### config.mk
export PLATFORM = sky130hd
export DESIGN_NAME = mmu_chk_top
export DESIGN_NICKNAME = d
export VERILOG_FILES = /design/src/rtl/mmu_chk_pkg.sv /design/src/rtl/mmu_chk_classify.sv /design/src/rtl/mmu_chk_perm.sv /design/src/rtl/mmu_chk_regs.sv /design/src/rtl/mmu_chk_top.sv
export SDC_FILE = /design/constraint.sdc
export NUM_CORES = 1
export LEC_CHECK = 0
export ABC_AREA = 1
export BUFFER_PORTS_ARGS = -buffer_cell sky130_fd_sc_hd__buf_2
export CORE_MARGIN = 5
export CORE_UTILIZATION = 45
export CTS_CLUSTER_SIZE = 24
export DETAILED_ROUTE_END_ITERATION = 10
export HOLD_SLACK_MARGIN = 0.15
export PLACE_DENSITY = 0.77
export REMOVE_ABC_BUFFERS = 1
export SYNTH_ARGS = -nofsm -noshare
export SYNTH_HDL_FRONTEND = slang
export SYNTH_SLANG_ARGS = --single-unit
### constraint.sdc
create_clock -name clk -period 1.5 [get_ports clk]
set_clock_uncertainty 0.05 [all_clocks]
set_input_delay 0.45 -clock clk [delete_from_list [all_inputs] [get_ports clk]]
set_output_delay 0.45 -clock clk [all_outputs]
set_load 0.03 [all_outputs]
### src/rtl/mmu_chk_pkg.sv
package mmu_chk_pkg;

    typedef enum logic [1:0] {
        ACC_LOAD  = 2'd0,
        ACC_STORE = 2'd1,
        ACC_FETCH = 2'd2,
        ACC_RSVD  = 2'd3
    } acc_kind_e;

    typedef enum logic [2:0] {
        FLT_NONE  = 3'd0,
        FLT_SUPER = 3'd1,
        FLT_MISS  = 3'd2,
        FLT_READ  = 3'd3,
        FLT_WRITE = 3'd4,
        FLT_EXEC  = 3'd5
    } fault_e;

    typedef enum logic [1:0] {
        RT_IDENT    = 2'd0,
        RT_SUPFAULT = 2'd1,
        RT_LOOKUP   = 2'd2
    } route_e;

    typedef enum logic [1:0] {
        ST_IDLE = 2'd0,
        ST_ASK  = 2'd1,
        ST_WAIT = 2'd2,
        ST_RESP = 2'd3
    } state_e;

endpackage

### src/rtl/mmu_chk_classify.sv
module mmu_chk_classify
    import mmu_chk_pkg::*;
#(
    parameter int          AW   = 32,
    parameter logic [31:0] KWIN = 32'hC000_0000,
    parameter logic [31:0] UWIN = 32'h8000_0000
) (
    input  logic          mmu_on,
    input  logic          super_mode,
    input  logic          debug,
    input  logic [AW-1:0] vaddr,
    output route_e        route
);
    localparam logic [AW-1:0] KLIM = KWIN[AW-1:0];
    localparam logic [AW-1:0] ULIM = UWIN[AW-1:0];

    always_comb begin
        if (!mmu_on) begin
            route = RT_IDENT;
        end else if (super_mode || debug) begin
            route = (vaddr >= KLIM) ? RT_IDENT : RT_LOOKUP;
        end else begin
            route = (vaddr >= ULIM) ? RT_SUPFAULT : RT_LOOKUP;
        end
    end
endmodule

### src/rtl/mmu_chk_perm.sv
module mmu_chk_perm
    import mmu_chk_pkg::*;
#(
    parameter int AW        = 32,
    parameter int PAGE_BITS = 12,
    localparam int PNW      = AW - PAGE_BITS
) (
    input  acc_kind_e            kind,
    input  logic                 probe,
    input  logic                 debug,
    input  logic                 hit,
    input  logic [2:0]           perm,
    input  logic [PNW-1:0]       ppn,
    input  logic [PAGE_BITS-1:0] offs,
    output logic [AW-1:0]        paddr,
    output logic                 ok,
    output fault_e               cause,
    output logic                 raise
);
    logic   allowed;
    fault_e deny_code;

    always_comb begin
        unique case (kind)
            ACC_LOAD:  begin allowed = perm[0]; deny_code = FLT_READ;  end
            ACC_STORE: begin allowed = perm[1]; deny_code = FLT_WRITE; end
            default:   begin allowed = perm[2]; deny_code = FLT_EXEC;  end
        endcase
    end

    always_comb begin
        paddr = '0;
        ok    = 1'b0;
        cause = FLT_NONE;
        raise = 1'b0;
        if (debug) begin
            if (hit) begin
                paddr = {ppn, offs};
                ok    = 1'b1;
            end else begin
                paddr = '1;
            end
        end else if (hit && allowed) begin
            paddr = {ppn, offs};
            ok    = 1'b1;
        end else if (!probe) begin
            raise = 1'b1;
            cause = hit ? deny_code : FLT_MISS;
        end
    end
endmodule

### src/rtl/mmu_chk_regs.sv
module mmu_chk_regs #(
    parameter int AW        = 32,
    parameter int PAGE_BITS = 12,
    parameter int ENT_BITS  = 2,
    localparam int PNW      = AW - PAGE_BITS,
    localparam int BASEW    = AW - PNW - ENT_BITS
) (
    input  logic             clk,
    input  logic             rst_n,
    input  logic             base_wr,
    input  logic [BASEW-1:0] base_val,
    input  logic             rec_bad,
    input  logic             rec_tlb,
    input  logic [AW-1:0]    vaddr,
    input  logic             is_fetch,
    output logic [AW-1:0]    bad_addr,
    output logic             tlb_dflag,
    output logic [AW-1:0]    pte_addr,
    output logic [AW-1:0]    pte_last
);
    logic [BASEW-1:0] base_next;
    logic [AW-1:0]    pte_fault_val;

    always_comb begin
        base_next     = base_wr ? base_val : pte_addr[AW-1 -: BASEW];
        pte_fault_val = {base_next, vaddr[AW-1:PAGE_BITS], {ENT_BITS{1'b0}}};
    end

    always_ff @(posedge clk) begin
        if (!rst_n) begin
            bad_addr  <= '0;
            tlb_dflag <= 1'b0;
            pte_addr  <= '0;
            pte_last  <= '0;
        end else begin
            if (rec_bad) begin
                bad_addr <= vaddr;
            end
            if (rec_tlb) begin
                tlb_dflag <= !is_fetch;
                pte_addr  <= pte_fault_val;
                pte_last  <= pte_fault_val;
            end else if (base_wr) begin
                pte_addr[AW-1 -: BASEW] <= base_val;
            end
        end
    end


    dflag_kind_chk: assert property (@(posedge clk) disable iff (!rst_n)
        rec_tlb |=> (tlb_dflag == !$past(is_fetch)));


    pte_copy_chk: assert property (@(posedge clk) disable iff (!rst_n)
        rec_tlb |=> (pte_last == pte_addr && pte_addr[ENT_BITS-1:0] == '0));
endmodule

### src/rtl/mmu_chk_top.sv
module mmu_chk_top
    import mmu_chk_pkg::*;
#(
    parameter int          AW        = 32,
    parameter int          PAGE_BITS = 12,
    parameter int          ENT_BITS  = 2,
    parameter logic [31:0] KWIN      = 32'hC000_0000,
    parameter logic [31:0] UWIN      = 32'h8000_0000,
    localparam int         PNW       = AW - PAGE_BITS,
    localparam int         BASEW     = AW - PNW - ENT_BITS
) (
    input  logic             clk,
    input  logic             rst_n,
    input  logic             mmu_on,
    input  logic             req_valid,
    output logic             req_ready,
    input  logic [AW-1:0]    req_vaddr,
    input  logic [1:0]       req_kind,
    input  logic             req_super,
    input  logic             req_probe,
    input  logic             req_debug,
    output logic             lk_req,
    output logic [PNW-1:0]   lk_vpn,
    input  logic             lk_hit,
    input  logic [PNW-1:0]   lk_ppn,
    input  logic [2:0]       lk_perm,
    output logic             rsp_valid,
    output logic             rsp_ok,
    output logic [AW-1:0]    rsp_paddr,
    output logic [2:0]       rsp_cause,
    input  logic             pt_base_wr,
    input  logic [BASEW-1:0] pt_base,
    output logic [AW-1:0]    bad_addr,
    output logic             tlb_dflag,
    output logic [AW-1:0]    pte_addr,
    output logic [AW-1:0]    pte_last
);
    state_e    state, state_nx;
    route_e    route;
    logic      accept;
    logic [AW-1:0] q_vaddr;
    acc_kind_e q_kind;
    logic      q_probe, q_debug;

    logic [AW-1:0] chk_paddr;
    logic      chk_ok, chk_raise;
    fault_e    chk_cause;
    logic      rec_bad, rec_tlb;
    logic [AW-1:0] rec_vaddr;

    mmu_chk_classify #(.AW(AW), .KWIN(KWIN), .UWIN(UWIN)) u_class (
        .mmu_on     (mmu_on),
        .super_mode (req_super),
        .debug      (req_debug),
        .vaddr      (req_vaddr),
        .route      (route)
    );

    mmu_chk_perm #(.AW(AW), .PAGE_BITS(PAGE_BITS)) u_perm (
        .kind  (q_kind),
        .probe (q_probe),
        .debug (q_debug),
        .hit   (lk_hit),
        .perm  (lk_perm),
        .ppn   (lk_ppn),
        .offs  (q_vaddr[PAGE_BITS-1:0]),
        .paddr (chk_paddr),
        .ok    (chk_ok),
        .cause (chk_cause),
        .raise (chk_raise)
    );

    always_comb begin
        accept    = (state == ST_IDLE) && req_valid;
        req_ready = (state == ST_IDLE);
        lk_req    = (state == ST_ASK);
        lk_vpn    = q_vaddr[AW-1:PAGE_BITS];
        rsp_valid = (state == ST_RESP);
        rec_tlb   = (state == ST_WAIT) && chk_raise;
        rec_bad   = rec_tlb ||
                    (accept && route == RT_SUPFAULT && !req_probe);
        rec_vaddr = accept ? req_vaddr : q_vaddr;
    end

    mmu_chk_regs #(.AW(AW), .PAGE_BITS(PAGE_BITS), .ENT_BITS(ENT_BITS)) u_regs (
        .clk       (clk),
        .rst_n     (rst_n),
        .base_wr   (pt_base_wr),
        .base_val  (pt_base),
        .rec_bad   (rec_bad),
        .rec_tlb   (rec_tlb),
        .vaddr     (rec_vaddr),
        .is_fetch  (q_kind == ACC_FETCH),
        .bad_addr  (bad_addr),
        .tlb_dflag (tlb_dflag),
        .pte_addr  (pte_addr),
        .pte_last  (pte_last)
    );

    // next-state logic
    always_comb begin
        state_nx = state;
        unique case (state)
            ST_IDLE: if (accept) state_nx = (route == RT_LOOKUP) ? ST_ASK : ST_RESP;
            ST_ASK:  state_nx = ST_WAIT;
            ST_WAIT: state_nx = ST_RESP;
            ST_RESP: state_nx = ST_IDLE;
        endcase
    end

    // state register
    always_ff @(posedge clk) begin
        if (!rst_n) state <= ST_IDLE;
        else        state <= state_nx;
    end

    // request capture and result registers
    always_ff @(posedge clk) begin
        if (!rst_n) begin
            q_vaddr   <= '0;
            q_kind    <= ACC_LOAD;
            q_probe   <= 1'b0;
            q_debug   <= 1'b0;
            rsp_ok    <= 1'b0;
            rsp_paddr <= '0;
            rsp_cause <= FLT_NONE;
        end else if (accept) begin
            q_vaddr <= req_vaddr;
            q_kind  <= acc_kind_e'(req_kind);
            q_probe <= req_probe;
            q_debug <= req_debug;
            unique case (route)
                RT_IDENT: begin
                    rsp_ok    <= 1'b1;
                    rsp_paddr <= req_vaddr;
                    rsp_cause <= FLT_NONE;
                end
                RT_SUPFAULT: begin
                    rsp_ok    <= 1'b0;
                    rsp_paddr <= '0;
                    rsp_cause <= req_probe ? FLT_NONE : FLT_SUPER;
                end
                default: begin
                    rsp_ok    <= 1'b0;
                    rsp_paddr <= '0;
                    rsp_cause <= FLT_NONE;
                end
            endcase
        end else if (state == ST_WAIT) begin
            rsp_ok    <= chk_ok;
            rsp_paddr <= chk_paddr;
            rsp_cause <= chk_cause;
        end
    end


    lookup_timing_chk: assert property (@(posedge clk) disable iff (!rst_n)
        lk_req |-> ##2 rsp_valid);


    lookup_pulse_chk: assert property (@(posedge clk) disable iff (!rst_n)
        lk_req |=> !lk_req);


    ident_latency_chk: assert property (@(posedge clk) disable iff (!rst_n)
        (req_ready && req_valid && !mmu_on) |=>
            (rsp_valid && rsp_ok && rsp_paddr == $past(req_vaddr)));


    ok_no_cause_chk: assert property (@(posedge clk) disable iff (!rst_n)
        (rsp_valid && rsp_ok) |-> (rsp_cause == FLT_NONE));


    probe_quiet_chk: assert property (@(posedge clk) disable iff (!rst_n)
        (state == ST_WAIT && q_probe && !pt_base_wr) |=>
            ($stable(bad_addr) && $stable(pte_addr) && $stable(tlb_dflag)));


    base_hold_chk: assert property (@(posedge clk) disable iff (!rst_n)
        !pt_base_wr |=> $stable(pte_addr[AW-1 -: BASEW]));
endmodule

After elaboration in Yosys (flattened, before gate mapping)
Index checks and enable logic that the tools add are counted.
{"block": "totals", "ff_bits": 167, "out_inout_bits": 156, "elab_cells": 70}
{"block": "classes", "n_lt_le_gt_ge": 2, "n_eq_ne": 8, "n_mux": 34, "n_reduce_logical": 13}
{"operator": "two-way mux 32 bit", "n": 7}
{"operator": "greater-or-equal comparator 32 bit (second input constant)", "n": 2}
{"operator": "two-way mux 3 bit", "n": 6}
{"operator": "two-way mux 2 bit", "n": 6}
{"operator": "two-way mux 1 bit", "n": 11}
{"operator": "two-way mux 10 bit", "n": 1}
{"operator": "equality test 2 bit (second input constant)", "n": 4}
{"operator": "case mux 2 bit (4 select lines)", "n": 1}
{"operator": "equality test 2 x 1 -> 1 bit (second input constant)", "n": 3}
{"operator": "logical NOT 2 bit", "n": 3}
{"operator": "case mux 3 bit (2 select lines)", "n": 1}
{"operator": "logical AND 1 bit", "n": 5}
{"operator": "logical NOT 1 bit", "n": 2}
{"operator": "logical OR 1 bit", "n": 2}
{"operator": "inequality test 2 x 1 -> 1 bit (second input constant)", "n": 1}
{"operator": "case mux 1 bit (2 select lines)", "n": 1}
{"operator": "nonzero test 2 bit", "n": 1}

Logic depth before layout (Yosys ltp)
Gate-level depths: netlist of the first run.
{"block": "depth", "depth_word": 8, "mapped_depth": 10}

Modules after synthesis
A second synthesis of the first run with hierarchy kept.
{"block": "unflattened", "cells_unflattened": 943, "hier_area_um2": 6882.9}
{"module": "mmu_chk_top", "instances": 1, "cells_per_inst": 476, "area_per_inst_um2": 3568.4}
{"module": "mmu_chk_regs", "instances": 1, "cells_per_inst": 362, "area_per_inst_um2": 2790.2}
{"module": "mmu_chk_perm", "instances": 1, "cells_per_inst": 98, "area_per_inst_um2": 494.2}
{"module": "mmu_chk_classify", "instances": 1, "cells_per_inst": 7, "area_per_inst_um2": 30.0}

Worst setup path after synthesis of the first run
Ideal clock, no wire load.
{"block": "synth_path", "path_type": "flip-flop to flip-flop", "startpoint": "register state[0]", "endpoint": "register u_regs.bad_addr[21]", "setup_time_ns": 0.113, "t_arrival_ns": 1.706, "t_required_ns": 1.337, "slack_ns": -0.369, "stages_incl_launch_ff": 9, "n_path_buf": 1, "cell_sequence": "dfxtp_1 > inv_1 > ha_1 > nand2_2 > nor3b_2 > nand2_2 > buf_4 > a21oi_2 > nor2_1"}
{"block": "synth_between", "elab_chain_len": 5, "elab_cells_between_ends": 8}
{"item": "from (decl)", "line_no": "mmu_chk_top.sv:38", "text": "state_e state, state_nx;"}
{"item": "from (signal assigned)", "line_no": "mmu_chk_top.sv:114", "text": "else state <= state_nx;"}
{"item": "logical NOT 2 bit (*)"}
{"item": "named net req_ready", "line_no": "mmu_chk_top.sv:16", "text": "output logic req_ready,"}
{"item": "logical AND 1 bit (*)", "line_no": "mmu_chk_top.sv:74", "text": "accept = (state == ST_IDLE) && req_valid;"}
{"item": "logical AND 1 bit (2 in a row)", "line_no": "mmu_chk_top.sv:81", "text": "(accept && route == RT_SUPFAULT && !req_probe);"}
{"item": "logical OR 1 bit", "line_no": "mmu_chk_top.sv:80", "text": "rec_bad = rec_tlb ||"}
{"item": "to (signal assigned)", "line_no": "mmu_chk_regs.sv:37", "text": "bad_addr <= vaddr;"}
{"item": "to (decl)", "line_no": "mmu_chk_regs.sv:16", "text": "output logic [AW-1:0] bad_addr,"}
The timed path passes the listed nets; every way through them passes the cells marked *.
A chain may end at the register's enable or synchronous reset.

Worst setup path after layout of the first run
{"block": "layout_path", "startpoint": "register state[0]", "endpoint": "output port req_ready"}
{"block": "layout_between", "elab_chain_len": 1}
{"item": "logical NOT 2 bit", "line_no": "mmu_chk_top.sv:75", "text": "req_ready = (state == ST_IDLE);"}
{"item": "to (decl)", "line_no": "mmu_chk_top.sv:16"}
Every way passes these cells.

==> flow_metrics.env, run 1 <==
export IMPL_areaGrowthSynthToFinish_pct=55.6
export IMPL_wire_per_inst_um=19.3
export IMPL_hpwlAfterDp_um=14700
export IMPL_avgSynthCellArea_um2=7.40
export IMPL_die_area_mm2=0.0178
export IMPL_leakage_uw=0.00490
export IMPL_clockBufferDepth=2
export IMPL_setup_viol=111
export IMPL_met1_usage=0.302
export IMPL_cp_data_required_time_ns=1.00
export IMPL_dr_pass1_iters=7
export IMPL_slew_viol_final=0
export IMPL_wl_um=26500
export IMPL_synthTopCellsByArea="dfxtp_1, a21oi_1, nor2_1"
export IMPL_layout_drive_gt1_share=0.498
export IMPL_viasPerCell=5.58
export IMPL_overflow=0
export IMPL_drc=0
export IMPL_path_max_fanout=2
export IMPL_first_iter_violations=680
export IMPL_worstPathCellList="inv_2 > ha_4 > buf_6 > buf_6"
export IMPL_ant_nets=0
export IMPL_grt_pass1_vias=6366
export IMPL_chipWidth_um=133
export IMPL_power_density_mw_per_mm2=1930
export IMPL_crit_type="reg -> out"
export IMPL_hp_class="in -> reg"
export IMPL_yosys_area_top_type="dfxtp_1"
export IMPL_fmax_mhz=579
export IMPL_grt_max_degree=66
export IMPL_use_met3=0.0480
export IMPL_coreArea_mm2=0.0150
export IMPL_grt_usage=0.238
export IMPL_clkTransAtPathRegs_ns=0.06
export IMPL_rows=45
export IMPL_cp_common_cell="buf_6"
export IMPL_top_usage_layer="met2"
export IMPL_cp_end_kind="output pin"
export IMPL_rsz0062_at_grt="yes"
export IMPL_finalCriticalPeriod_ns=1.73
export IMPL_final_cell_mix="buf_2, dfxtp_1, buf_4, nand2_1, inv_1"
export IMPL_worst_slack_ns=-0.228
export IMPL_clock_sinks=147
export IMPL_cp_buffers_inverters=3
export IMPL_synth_seq_area_share=0.430
export IMPL_tightest_slew_ns=0.508
export IMPL_yosys_area_top_type_share=0.430
export IMPL_cts_tree="done"
export IMPL_grt_pass1_wl_um=33600
export IMPL_clk_latency_ns=0.43
export IMPL_yosysUniqueCellTypes=30
export IMPL_hold_viol=0
export IMPL_die_h_um=133
export IMPL_violations="setup timing"
export IMPL_nNetsFinal=1248
export IMPL_p_total_uw=20600
export IMPL_htreeDepth=4
export IMPL_cts_made_buffers=17
export IMPL_cap_violations=0
export IMPL_timing_slew_headroom=0.661
export IMPL_place_congestion=0.860
export IMPL_cts_root_buffer="clkbuf_16"
export IMPL_io_buffers=227
export IMPL_cts_hold_fix_buffers=0
export IMPL_startpoint_type="register"
export IMPL_ys_warn_count=0
export IMPL_critPathSlowestCell="dfxtp_2"
export IMPL_cpLargestDelayFamily="flip-flops"
export IMPL_antenna_found_initial=3
export IMPL_cpPeakStageDelay_ns=0.33
export IMPL_cp_arrival_ns=1.23
export IMPL_period_share=1.15
export IMPL_peakVddDrop_mv=1.17
export IMPL_status="complete, but fails checks"
export IMPL_mostFrequentLayoutCell="buf_2"
export IMPL_start_util=0.455
export IMPL_io_pins=232
export IMPL_ys_seq_elements=147
export IMPL_route_vias_total=7667
export IMPL_synthCells=925
export IMPL_synth_area_mm2=0.00684
export IMPL_post_route_util=0.708
export IMPL_use_met2=0.393
[cell usage after synthesis]
cell / count
a21oi_1: 104
a21oi_2: 10
a31oi_1: 14
buf_1: 3
buf_2: 19
buf_4: 51
buf_6: 10
buf_8: 1
clkbuf_1: 34
clkinv_1: 1
conb_1: 1
dfxtp_1: 147
ha_1: 4
inv_1: 88
inv_2: 4
nand2_1: 109
nand2_2: 3
nand2_4: 1
nand3_1: 34
nand4_1: 35
nand4_2: 1
nor2_1: 114
nor2_2: 10
nor2_4: 1
nor3_1: 21
nor3b_2: 1
o2111ai_1: 20
o21ai_0: 74
o21ai_1: 9
or2_2: 1
[routing by layer]
| metal | vias to the layer above | routed length [um] |
|---|---|---|
| met3 | 94 | 2270 |
| li1 | 3529 | - |
| met5 | - | 0 |
| met2 | 459 | 12700 |
| met4 | 0 | 1080 |
| met1 | 3585 | 10500 |
[flip-flops by register name (all words and copies together), names as in the netlist]
signal,flops
q_debug,1
q_kind,2
q_probe,1
q_vaddr,32
rsp_cause,3
rsp_ok,1
rsp_paddr,32
state,2
u_regs.bad_addr,32
u_regs.pte_addr,29
u_regs.pte_last,11
u_regs.tlb_dflag,1
[repair_timing]
| item | CTS | global route |
|---|---|---|
| buffers inserted | 8 | 17 |
| setup endpoints to repair | 161 | 174 |
| pin swaps | 4 | 94 |
| cloned | 3 | 13 |
| resized for setup | 86 | 344 |
[worst min-delay path: stages]
cell and delay [ns]:
buf_2 0.08, o21ai_0 0.07, nor2_1 0.10
[cell type report]
type,count,area (um2)
multi-input combinational,570,3670
timing repair buffer,339,2780
sequential,147,2970
tap,188,235
antenna,4,10.0
fill,1099,4390
clock buffer,20,457
clock inverter,12,155
inverter,93,368
[report_power, final]
part / internal (uW) / leakage [uW] / switching [uW] / total, uW
registers: 4800 / 0.00121 / 561 / 5360
clock network: 2710 / 0.000296 / 1750 / 4460
logic: 4330 / 0.00338 / 6450 / 10800
total: 11800 / 0.00490 / 8760 / 20600
[worst paths after layout]
check	start	endpoint	slack, ns	cells past startpoint
hold reg to reg	u_regs.pte_last[29]	u_regs.pte_last[29]	0.41	2
setup reg to reg	state[0]	u_regs.bad_addr[0]	-0.22	8
setup / recovery	state[0]	req_ready	-0.23	4
hold / removal	req_kind[1]	q_kind[1]	0.27	3
[metrics by stage]
| stage | cell area, um2 | instances | hold WS (ns) | TNS (ns) | setup WS (ns) |
|---|---|---|---|---|---|
| floorplan | 6110 | 810 | 0.424 | -213.10 | -1.92 |
| global placement | 8190 | 1298 | 0.400 | -12.01 | -0.226 |
| detailed placement | 8190 | 1298 | 0.405 | -18.32 | -0.279 |
| CTS | 9220 | 1341 | 0.235 | -8.12 | -0.222 |
| global route | 10600 | 1372 | 0.268 | -17.86 | -0.309 |
| finish | 10600 | 1373 | 0.266 | -9.41 | -0.228 |
[logic make-up (layout without fill, tap and decap cells)]
| group | count (synthesis) | count (layout) | share of synthesized area |
|---|---|---|---|
| adder cells (fa/ha/maj) | 4 | 4 | 0.00731 |
| other | 1 | 8 | 0.000548 |
| flip-flops | 147 | 147 | 0.430 |
| buffers and inverters | 211 | 464 | 0.160 |
| AO/OA/AOI/OAI | 231 | 231 | 0.188 |
| AND/OR/NAND/NOR | 331 | 331 | 0.214 |
Note: power is estimated with default switching activity, not from simulation.
==> inputs of run 2 (changes only) <==
Settings changed: CORE_UTILIZATION 45 to 25, PLACE_DENSITY 0.77 to 0.48.
==> run 2 against run 1 <==
  * Total power decreased by 10%
  * Fmax decreased by 0.21%
  * First-iteration DRC count decreased by 53%
  * Critical path depth unchanged
  * Highest routed layer is now met5
  * Largest power group unchanged
  * Critical path type unchanged
  * Largest cell class unchanged
  * Via count decreased by 8.4%
  * Die area increased by 73%
  * The flow still finishes with violations (setup timing)
==> flow_metrics.env, run 2 (synthesis gave the netlist of run 1 again) <==
export IMPL_status="complete, but fails checks"
export IMPL_violations="setup timing"
export IMPL_cts_root_buffer="clkbuf_16"
export IMPL_setup_tns_ns=-8.41
export IMPL_period_share=1.15
export IMPL_route_vias_total=7026
export IMPL_layout_drive_gt1_share=0.388
export IMPL_overflow=0
export IMPL_cp_data_required_time_ns=1.00
export IMPL_fmax_mhz=578
export IMPL_cap_violations=0
export IMPL_cts_tree="done"
export IMPL_power_density_mw_per_mm2=1860
export IMPL_clkTransAtPathRegs_ns=0.06
export IMPL_cts_made_buffers=17
export IMPL_coreArea_mm2=0.0270
export IMPL_start_util=0.254
export IMPL_leakage_uw=0.00461
export IMPL_pwr_share_comb=0.477
export IMPL_mostFrequentLayoutCell="buf_4"
export IMPL_clkPwrFrac=0.238
export IMPL_ff2ff_setup_slack_ns=-0.16
export IMPL_die_area_mm2=0.0308
export IMPL_wire_per_inst_um=17.6
export IMPL_grt_max_degree=37
export IMPL_path_max_fanout=2
export IMPL_slew_viol_final=0
export IMPL_sequentialPowerShare=0.286
export IMPL_io_pins=232
export IMPL_p_sw_uw=7780
export IMPL_hpwlAfterDp_um=17600
export IMPL_cp_arrival_ns=1.23
export IMPL_p_int_uw=10800
export IMPL_peakVddDrop_mv=0.764
export IMPL_worstHoldPathCells=3
export IMPL_reg_top3="q_vaddr (32), rsp_paddr (32), u_regs.bad_addr (32)"
export IMPL_die_h_um=175
export IMPL_htreeDepth=4
export IMPL_cp_end_kind="output pin"
export IMPL_viasPerCell=4.67
export IMPL_clock_sinks=147
export IMPL_grt_pass1_wl_um=40100
export IMPL_finalCriticalPeriod_ns=1.73
export IMPL_worstPathCellList="inv_4 > ha_4 > buf_6 > buf_6"
export IMPL_nNetsFinal=1229
export IMPL_areaGrowthSynthToFinish_pct=45.4
export IMPL_clockBufferDepth=2
export IMPL_hold_start="req_kind[1]"
export IMPL_place_congestion=0.762
export IMPL_cpPeakStageDelay_ns=0.35
export IMPL_nFillCells=2829
export IMPL_hp_class="in -> reg"
export IMPL_io_buffers=227
export IMPL_first_iter_violations=322
export IMPL_r2r_cells=8
export IMPL_hold_viol=0
export IMPL_antenna_found_initial=4
export IMPL_drc=0
export IMPL_chipWidth_um=175
export IMPL_grt_usage=0.167
export IMPL_r2r_start="state[1]"
export IMPL_cp_common_cell="buf_6"
export IMPL_wl_um=26400
export IMPL_worst_slack_ns=-0.231
export IMPL_critPathSlowestCell="dfxtp_2"
export IMPL_switching_share=0.420
export IMPL_r2r_end="u_regs.bad_addr[12]"
export IMPL_rows=60
export IMPL_startpoint_type="register"
export IMPL_ant_nets=0
export IMPL_rsz0062_at_grt="yes"
export IMPL_cts_hold_fix_buffers=0
export IMPL_dp_slack_ns=-0.197
export IMPL_grt_pass1_vias=6683
export IMPL_setup_viol=92
export IMPL_clk_latency_ns=0.43
export IMPL_dr_pass1_iters=7
export IMPL_final_cell_mix="buf_4, buf_2, dfxtp_1, nor2_1, nand2_1"
export IMPL_holdPathEnd="q_kind[1]"
export IMPL_crit_type="reg -> out"
==> run 2: worst max path at each step <==
stage | slack (ns) | end | cells past startpoint | startpoint
floorplan | -1.92 | u_regs.bad_addr[31] | 5 | state[0]
global placement | -0.22 | u_regs.bad_addr[31] | 9 | state[0]
detailed placement | -0.20 | u_regs.bad_addr[31] | 9 | state[0]
CTS | -0.24 | req_ready | 4 | state[1]
global route | -0.28 | req_ready | 4 | state[0]
finish | -0.23 | req_ready | 4 | state[1]
==> run 2: metal layers <==
layer / track usage / share of wire / vias to the layer above / routed length, um
met5: 0 / 0.0015 / - / 40
met4: 0.0604 / 0.021 / 4 / 545
met3: 0.0306 / 0.047 / 36 / 1240
met2: 0.281 / 0.49 / 217 / 12900
met1: 0.216 / 0.44 / 3289 / 11700
li1: - / - / 3480 / -
==> run 2: repair_timing <==
action                     4_1_cts  5_1_grt
pin swaps                        6        6
gates resized for setup        144      110
buffers inserted                 7        1
setup endpoints to repair      196      202
cloned                           7        1
hold endpoints to repair         0        0
==> run 2: cell type report <==
cell class | instances | area, um2 | area share
inverters | 93 | 359 | 0.0361
repair buffers | 319 | 2520 | 0.253
well taps | 341 | 427 | 0.0429
diodes | 2 | 5.00 | 0.000503
flip-flops and latches | 147 | 2980 | 0.300
clock buffers | 23 | 448 | 0.0450
clock inverters | 9 | 131 | 0.0132
multi-input cells | 571 | 3070 | 0.309
==> run 2: power groups by stage <==
stage                     logic (uW)  clock network, uW  registers, uW
after global placement          7610                  0           5300
final                           8830               4400           5300
after CTS                       8620               4530           5260
after detailed placement        7660                  0           5290
after global routing            9570               4680           5410
after floorplan                 2870                  0           6870
==> run 2: stage by stage <==
stage	utilization	hold WS (ns)	std cells	power, uW	area, um2
final	0.369	0.216	1505	18500	9950
after global placement	0.314	0.401	1455	12900	8450
after floorplan	-	0.424	810	9740	6110
after detailed placement	0.314	0.404	1455	12900	8450
after CTS	0.360	0.214	1501	18400	9700
after global routing	0.369	0.225	1505	19700	9950
==> run 2: worst max-delay path: cells and delay by family (launching register included) <==
family	cells	cell delay, ns
buffers and inverters	3	0.29
adders and majority gates	1	0.17
DFF	1	0.35
==> inputs of run 3 (changes only) <==
Settings changed: ABC_AREA 1 to 0, PLACE_DENSITY 0.48 to 0.49.
==> run 3 against run 2 <==
  * First-iteration DRC count up 11%
  * Combinational power grew 30%
  * Largest power group unchanged
  * Global-route usage rose by 0.89 points
  * Hold slack worse by 0.0011 ns
  * Total power grew 13%
  * The run still ends with setup timing left
  * Critical endpoint is now u_regs.bad_addr[6]
==> flow_metrics.env, run 3 <==
export IMPL_mostFrequentLayoutCell="buf_4"
export IMPL_cts_made_buffers=17
export IMPL_die_area_mm2=0.0287
export IMPL_grt_usage=0.176
export IMPL_yosys_area_top_type_share=0.462
export IMPL_reg_top3="q_vaddr (32), rsp_paddr (32), u_regs.bad_addr (32)"
export IMPL_cp_data_required_time_ns=1.76
export IMPL_yosys_top_cells_count="dfxtp_1, nand2_1, a21oi_1"
export IMPL_cts_hold_fix_buffers=0
export IMPL_status="complete, but fails checks"
export IMPL_yosysUniqueCellTypes=39
export IMPL_clockBufferDepth=2
export IMPL_power_density_mw_per_mm2=1950
export IMPL_avgSynthCellArea_um2=8.90
export IMPL_yosys_most_used_dff="dfxtp_1"
export IMPL_ff2ff_setup_slack_ns=-0.36
export IMPL_wl_um=26700
export IMPL_synth_edf_count=0
export IMPL_hold_viol=0
export IMPL_ant_nets=0
export IMPL_synth_async_reset_ratio=0
export IMPL_first_iter_violations=358
export IMPL_drc=0
export IMPL_dr_pass1_iters=5
export IMPL_synth_area_mm2=0.00636
export IMPL_leakage_uw=0.00472
export IMPL_grt_max_degree=37
export IMPL_ys_seq_elements=147
export IMPL_path_max_fanout=5
export IMPL_clock_sinks=147
export IMPL_startpoint_type="register"
export IMPL_antenna_cells=0
export IMPL_nNetsFinal=1059
export IMPL_overflow=0
export IMPL_io_pins=232
export IMPL_areaGrowthSynthToFinish_pct=69.1
export IMPL_clk_latency_ns=0.42
export IMPL_die_h_um=170
export IMPL_setup_tns_ns=-31.92
export IMPL_cts_tree="done"
export IMPL_synth_seq_area_share=0.462
export IMPL_start_util=0.253
export IMPL_crit_type="reg -> reg"
export IMPL_hp_class="in -> reg"
export IMPL_dp_slack_ns=-0.473
export IMPL_instances_no_fill=1322
export IMPL_violations="setup timing"
export IMPL_finalCriticalPeriod_ns=1.86
export IMPL_worst_hold_slack_ns=0.215
export IMPL_rsz0062_at_grt="yes"
export IMPL_period_share=1.24
export IMPL_antenna_found_initial=1
export IMPL_final_cell_mix="buf_4, dfxtp_1, buf_2, nand2_1, a21oi_1"
export IMPL_viasPerCell=4.81
export IMPL_clkTransAtPathRegs_ns=0.06
export IMPL_grt_pass1_vias=6352
export IMPL_peakVddDrop_mv=0.958
export IMPL_dp_cells=1245
export IMPL_cts_root_buffer="clkbuf_16"
export IMPL_synthTopCellsByArea="dfxtp_1, a21oi_1, buf_4"
export IMPL_grt_pass1_wl_um=38600
export IMPL_fmax_mhz=537
export IMPL_synthCells=715
export IMPL_place_congestion=0.747
export IMPL_layout_drive_gt1_share=0.579
export IMPL_slew_viol_final=0
export IMPL_htreeDepth=4
export IMPL_wire_per_inst_um=20.2
export IMPL_cap_violations=0
export IMPL_p_total_uw=21000
export IMPL_route_vias_total=6359
export IMPL_io_buffers=227
export IMPL_chipWidth_um=170
export IMPL_setup_viol=135
export IMPL_ys_warn_count=0
export IMPL_synth_most_common_cell="dfxtp_1"
export IMPL_yosys_area_top_type="dfxtp_1"
export IMPL_worst_slack_ns=-0.361
export IMPL_coreArea_mm2=0.0251
export IMPL_cp_end_kind="register"
export IMPL_hpwlAfterDp_um=17000
export IMPL_rows=58
export IMPL_cp_arrival_ns=2.12
## run 3: cell count changes after synthesis, sizes merged, moves of 32 or more
cell    before  now
mux2         0   32
nand4       36    0
nor2       125   15
o221ai       0   33
a21oi      114   72
inv         92   28
o21ai       83   47
## run 3: area by class of cell
type,count,area (um2)
fill,2464,14300
multi-input combinational,436,3660
timing repair buffer,349,3040
sequential,147,2980
clock buffer,19,443
tap,330,413
clock inverter,13,111
inverter,28,105
## run 3: worst paths after layout
kind | startpoint | end | depth (start not counted)
setup reg to reg | state[0] | u_regs.bad_addr[6] | 7
hold / removal | req_kind[1] | q_kind[1] | 3
setup / recovery | state[0] | u_regs.bad_addr[6] | 7
hold reg to reg | u_regs.pte_last[24] | u_regs.pte_last[24] | 2
## run 3: stage by stage
| stage | area, um2 | utilization |
|---|---|---|
| 3_3_place_gp | 8150 | 0.325 |
| 6_report | 10800 | 0.429 |
| 5_1_grt | 10800 | 0.429 |
| 3_5_place_dp | 8150 | 0.325 |
| 2_1_floorplan | 5770 | - |
| 4_1_cts | 9950 | 0.396 |
## run 3: cells by family (layout without fill, tap and decap cells)
family / Yosys count / in the layout / share of synthesized area
muxes: 61 / 61 / 0.109
DFF: 147 / 147 / 0.462
and+or+nand+nor: 168 / 168 / 0.118
buffers and inverters: 136 / 409 / 0.112
adders and majority gates: 4 / 4 / 0.00787
other: 1 / 4 / 0.000589
AOI/OAI and AO/OA: 198 / 199 / 0.191
## run 3: metal layers
metal	global-route usage	up-vias	wire [um]
met1	0.231	3129	11800
met5	0	-	7
met3	0.0478	21	1690
li1	-	3013	-
met4	0.0455	2	314
met2	0.288	194	12900
## run 3: power breakdown
group / total [uW] / switching, uW / leakage (uW) / internal [uW]
Sequential: 5430 / 596 / 0.00121 / 4830
Clock: 4100 / 1780 / 0.000253 / 2320
Combinational: 11500 / 6370 / 0.00325 / 5110
Total: 21000 / 8740 / 0.00472 / 12300
## run 3: timing repair
item / in CTS / in global routing
setup buffers: 23 / 11
cloned: 11 / 4
resized for setup: 221 / 179
pin swaps: 65 / 36
endpoints found under the setup margin: 198 / 206
## run 3: worst max-delay path, cell delays in order (launching register included)
cell,delay (ns)
dfxtp_2,0.33
inv_2,0.05
ha_4,0.15
and3_4,0.14
nand4b_1,0.18
a21boi_4,0.35
buf_6,0.19
mux2_4,0.30
